## src/rtl/dpwm_pkg.sv

```systemverilog
package dpwm_pkg;

    typedef enum logic {
        MODE_RUN  = 1'b0,
        MODE_STBY = 1'b1
    } pwr_mode_e;

    typedef struct packed {
        logic hs;
        logic ls;
    } gate_pair_t;

    function automatic logic [31:0] clamp_on(input logic [31:0] d, input logic [31:0] lim);
        return (d > lim) ? lim : d;
    endfunction

endpackage

```

## src/rtl/dpwm_timebase.sv

```systemverilog
module dpwm_timebase #(
    parameter int PERIOD = 200
) (
    input  logic clk,
    input  logic rst,
    input  logic stby,
    output logic pri_start,
    output logic sec_start
);
    localparam int HALF = PERIOD / 2;
    localparam int CW   = $clog2(PERIOD);

    logic [CW-1:0] cnt;

    always_ff @(posedge clk) begin
        if (rst)
            cnt <= '0;
        else if (cnt == CW'(PERIOD - 1))
            cnt <= '0;
        else
            cnt <= cnt + 1'b1;
    end

    always_comb begin
        sec_start = (cnt == CW'(HALF));
        pri_start = (cnt == '0) || (stby && sec_start);
    end
endmodule

```

## src/rtl/dpwm_modulator.sv

```systemverilog
module dpwm_modulator #(
    parameter int PERIOD = 200,
    parameter int DW     = $clog2(PERIOD + 1)
) (
    input  logic          clk,
    input  logic          rst,
    input  logic          start,
    input  logic          half,
    input  logic [DW-1:0] duty,
    output logic          raw
);
    logic [DW-1:0] left;
    logic [DW-1:0] clamped;
    logic [DW-1:0] eff;

    always_comb begin
        clamped = DW'(dpwm_pkg::clamp_on(32'(duty), 32'(PERIOD)));
        eff     = half ? (clamped >> 1) : clamped;
        raw     = (left != '0);
    end

    always_ff @(posedge clk) begin
        if (rst)
            left <= '0;
        else if (start)
            left <= eff;
        else if (left != '0)
            left <= left - 1'b1;
    end
endmodule

```

## src/rtl/dpwm_deadband.sv

```systemverilog
module dpwm_deadband
    import dpwm_pkg::*;
#(
    parameter int DEAD = 10
) (
    input  logic       clk,
    input  logic       rst,
    input  logic       en,
    input  logic       raw,
    output gate_pair_t gate
);
    localparam int SW = $clog2(DEAD + 1);

    logic          r;
    logic [SW-1:0] settle;
    logic          ready;

    always_ff @(posedge clk) begin
        if (rst) begin
            r      <= 1'b0;
            settle <= '0;
        end else begin
            r <= raw;
            if (raw != r)
                settle <= '0;
            else if (settle != SW'(DEAD))
                settle <= settle + 1'b1;
        end
    end

    always_comb begin
        ready   = (settle == SW'(DEAD));
        gate.hs = en && r && ready;
        gate.ls = en && !r && ready;
    end
endmodule

```

## src/rtl/dual_phase_pwm.sv

```systemverilog
module dual_phase_pwm
    import dpwm_pkg::*;
#(
    parameter int PERIOD = 200,
    parameter int DEAD   = 10,
    localparam int DW    = $clog2(PERIOD + 1)
) (
    input  logic          clk,
    input  logic          rst,
    input  logic          stby,
    input  logic          pri_en,
    input  logic          sec_en,
    input  logic [DW-1:0] pri_duty,
    input  logic [DW-1:0] sec_duty,
    output logic          pri_hs,
    output logic          pri_ls,
    output logic          sec_hs,
    output logic          sec_ls
);
    localparam int NCH = 2;

    pwr_mode_e     mode;
    logic          pri_start, sec_start;
    logic [NCH-1:0] ch_start, ch_half, ch_en, ch_raw;
    logic [DW-1:0] ch_duty [NCH];
    gate_pair_t    ch_gate [NCH];

    always_comb begin
        mode       = pwr_mode_e'(stby);
        ch_start   = {sec_start, pri_start};
        ch_half    = {1'b0, (mode == MODE_STBY)};
        ch_en      = {sec_en && (mode == MODE_RUN), pri_en};
        ch_duty[0] = pri_duty;
        ch_duty[1] = sec_duty;
    end

    dpwm_timebase #(.PERIOD(PERIOD)) u_tb (
        .clk       (clk),
        .rst       (rst),
        .stby      (mode == MODE_STBY),
        .pri_start (pri_start),
        .sec_start (sec_start)
    );

    for (genvar c = 0; c < NCH; c++) begin : g_ch
        dpwm_modulator #(.PERIOD(PERIOD), .DW(DW)) u_mod (
            .clk   (clk),
            .rst   (rst),
            .start (ch_start[c]),
            .half  (ch_half[c]),
            .duty  (ch_duty[c]),
            .raw   (ch_raw[c])
        );
        dpwm_deadband #(.DEAD(DEAD)) u_db (
            .clk  (clk),
            .rst  (rst),
            .en   (ch_en[c]),
            .raw  (ch_raw[c]),
            .gate (ch_gate[c])
        );
    end

    always_comb begin
        pri_hs = ch_gate[0].hs;
        pri_ls = ch_gate[0].ls;
        sec_hs = ch_gate[1].hs;
        sec_ls = ch_gate[1].ls;
    end
endmodule

```

## config.mk

```make
export PLATFORM = sky130hd
export DESIGN_NAME = dual_phase_pwm
export DESIGN_NICKNAME = d
export VERILOG_FILES = /design/src/rtl/dpwm_pkg.sv /design/src/rtl/dpwm_timebase.sv /design/src/rtl/dpwm_modulator.sv /design/src/rtl/dpwm_deadband.sv /design/src/rtl/dual_phase_pwm.sv
export SDC_FILE = /design/constraint.sdc
export NUM_CORES = 1
export LEC_CHECK = 0
export BUFFER_PORTS_ARGS = -buffer_cell sky130_fd_sc_hd__buf_2
export CORE_UTILIZATION = 60
export CTS_CLUSTER_SIZE = 16
export DETAILED_ROUTE_END_ITERATION = 8
export HOLD_SLACK_MARGIN = 0.1
export PLACE_DENSITY = 0.93
export SETUP_SLACK_MARGIN = 0.15
export SLEW_MARGIN = 20
export SYNTH_ARGS = -nofsm -noshare
export SYNTH_HDL_FRONTEND = slang
export SYNTH_SLANG_ARGS = --single-unit
```

## constraint.sdc

```tcl
create_clock -name clk -period 3.5 [get_ports clk]
set_input_delay 0.525 -clock clk [delete_from_list [all_inputs] [get_ports clk]]
set_output_delay 0.525 -clock clk [all_outputs]
set_load 0.1 [all_outputs]
```

==> impl_metrics.json <==
{
  "start_kind": "flip-flop",
  "die_h_um": 59.1,
  "hold_buffers": 0,
  "hold_depth": 3,
  "initial_core_util": 0.636,
  "area.sequential_um2": 681,
  "max_cap_viol_count": 0,
  "syn_area_per_cell_um2": 8.48,
  "grt_pass1_vias": 1537,
  "cts.sinks": 34,
  "synth_edf_count": 0,
  "min_to": "g_ch[1].u_mod.left[0]$_SDFFE_PP0P_",
  "root_buffer": "clkbuf_4",
  "setup_viol": 0,
  "hp-start": "sec_duty[0]",
  "maxSlewViolCount": 0,
  "fillers": 238,
  "grt_use_total": 0.247,
  "numPortBuffers": 24,
  "rsz0062_at_grt": "no",
  "cts_tree": "yes",
  "drt_iter0_markers": 145,
  "synthCells": 231,
  "die-area_um2": 3500,
  "worstMarginPinSlew_ns": 0.797,
  "synth_nets": 262,
  "max_freq_mhz": 402,
  "finalSetupTns_ns": 0,
  "drive_gt1_frac": 0.152,
  "fin_crit_sh": 0.711,
  "hold_violations": 0,
  "grt_pass1_wl_um": 6530,
  "antenna_cells": 0,
  "required_ns": 2.97,
  "cp_slowest_cell": "buf_2",
  "power_leakage_nw": 0.872,
  "async_flop_share": 0,
  "power_mw": 1.44,
  "dpl.cell_count": 293,
  "ys_seq_area_frac": 0.348,
  "antenna_found_initial": 0,
  "area_growth_pct": 11.1,
  "r2r_slack_ns": 1.50,
  "rows": 20,
  "path_clk_slew_ns": 0.11,
  "grt_max_degree": 29,
  "min_path_type": "in -> reg",
  "r2r_cells": 6,
  "dr_total_vias": 1787,
  "synth_cell_types": 51,
  "end_kind": "output pin",
  "min_period_ns": 2.49,
  "r2r_start": "u_tb.cnt[0]$_SDFF_PP0_",
  "insertion_delay_ns": 0.35,
  "power_density_nw_per_um2": 661,
  "nNetsFinal": 287,
  "pin_count": 25,
  "synth.ff_latch_count": 34,
  "htree_levels": 2,
  "crit_type": "reg -> out",
  "crit_chain": "inv_1, ha_1, nand2_1, nor2_1, nor4bb_2, buf_2",
  "cts_buffers": 5,
  "cts_resized": 0,
  "ant_nets": 0,
  "wl_um": 3950,
  "drc_errors": 0,
  "cpPeakStageDelay_ns": 0.46,
  "multiInputGateArea_um2": 1210,
  "status": "finished clean",
  "yosys_warnings": 0,
  "wl_per_cell_um": 13.1,
  "slew_headroom": 0.464,
  "clock_path_buffers": 2,
  "ir_drop_mv": 0.249,
  "yosys_most_used_dff": "dfxtp_1",
  "layout_setup_ws_ns": 1.01,
  "grt.overflow.total": 0,
  "post-cts-setup-buffers": 0,
  "drtPass1Iterations": 4,
  "reg2reg_to": "g_ch[1].u_mod.left[3]$_SDFFE_PP0P_",
  "die_w_um": 59.1,
  "netlist_area_um2": 1960,
  "dp_hpwl_um": 2890,
  "vias_per_cell": 5.94,
  "critPathArrivalTime_ns": 1.96,
  "clock_skew_ns": 0.0106,
  "fin_cells": 301,
  "core_um2": 3080,
  "cp_max_fo": 5,
  "pre_cts_ws_ns": 1.38,
  "place.gp.congestion": 0.838
}
## flip-flops by register name, summed over array words and instances, names as in the netlist
register          cells
g_ch.u_db.settle      8
u_tb.cnt              8
g_ch.u_mod.left      16
g_ch.u_db.r           2
## worst max path at each step
stage | startpoint | endpoint | slack [ns] | cells after the start
floorplan | g_ch[1].u_db.settle[0]$_SDFFE_PP0N_ | sec_ls | 0.39 | 5
global placement | g_ch[1].u_db.settle[0]$_SDFFE_PP0N_ | sec_ls | 1.49 | 6
detailed placement | g_ch[1].u_db.settle[0]$_SDFFE_PP0N_ | sec_ls | 1.38 | 6
CTS | g_ch[1].u_db.settle[0]$_SDFFE_PP0N_ | sec_ls | 0.99 | 6
global route | g_ch[1].u_db.settle[0]$_SDFFE_PP0N_ | sec_ls | 0.83 | 6
finish | g_ch[1].u_db.settle[0]$_SDFFE_PP0N_ | sec_ls | 1.01 | 6
## stage by stage
stage,hold slack (ns),cell area (µm²),util
2_1_floorplan,0.430,1960,-
3_3_place_gp,0.444,2120,0.687
3_5_place_dp,0.453,2120,0.687
4_1_cts,0.401,2180,0.707
5_1_grt,0.409,2180,0.707
6_report,0.408,2180,0.707
## cells in the mapped netlist (5+ instances only)
cell type | instances | share of area
nor3_1 | 13 | 0.033
nand3_1 | 7 | 0.018
nand2_1 | 16 | 0.031
mux2i_1 | 6 | 0.031
xor2_1 | 8 | 0.036
ha_1 | 10 | 0.064
dfxtp_1 | 34 | 0.35
nor2_1 | 27 | 0.052
xnor2_1 | 8 | 0.036
clkbuf_1 | 5 | 0.0096
o21ai_0 | 8 | 0.020
a21oi_1 | 11 | 0.028
inv_1 | 12 | 0.023
## cells by family after synthesis
group,synth area share
DFF,0.348
AOI/OAI and AO/OA,0.188
buffers and inverters,0.0351
xor gates and xnor gates,0.0716
muxes,0.0364
and+or+nand+nor,0.258
adders and majority gates,0.0639
## where the power goes
part	switching (mW)	total [mW]	internal (mW)
clock	0.136	0.233	0.0973
combinational	0.332	0.626	0.294
sequential	0.0984	0.579	0.480
total	0.566	1.44	0.872
## critical path: cells and delay by family (launching register included)
family | cells | cell delay [ns]
fa+ha+maj | 1 | 0.15
simple gates | 3 | 0.56
flops | 1 | 0.35
buf+inv | 2 | 0.56
## cell type report
class | count | share of cell area
multi-input combinational | 179 | 0.558
sequential | 34 | 0.313
timing repair buffer | 24 | 0.0552
clock buffer | 7 | 0.0253
tap | 44 | 0.0253
inverter | 12 | 0.0207
clock inverter | 1 | 0.00230
## layer usage
layer / part of all wire / up-vias / global-route usage
met5: 0 / - / 0
met3: 0.056 / 4 / 0.0655
met4: 0.0078 / 0 / 0.0646
met1: 0.45 / 834 / 0.308
met2: 0.49 / 52 / 0.422
li1: - / 897 / -
## cells in the final DEF, fill, tap and decap left out, drive strengths merged, types with 3 or more instances in the layout
cell type and count:
a211oi 4, nand3b 4, nand3 7, clkbuf 7
a21oi 13, nor3b 4, o32ai 4, o31ai 3
nor2 27, a311oi 4, xor2 8, dfxtp 34
mux2i 6, buf 24, xnor2 8, nand2 16
nand2b 3, o21ai 8, nor4b 3, inv 12
ha 10, nor3 13
Power figures use the tool's default switching activity.
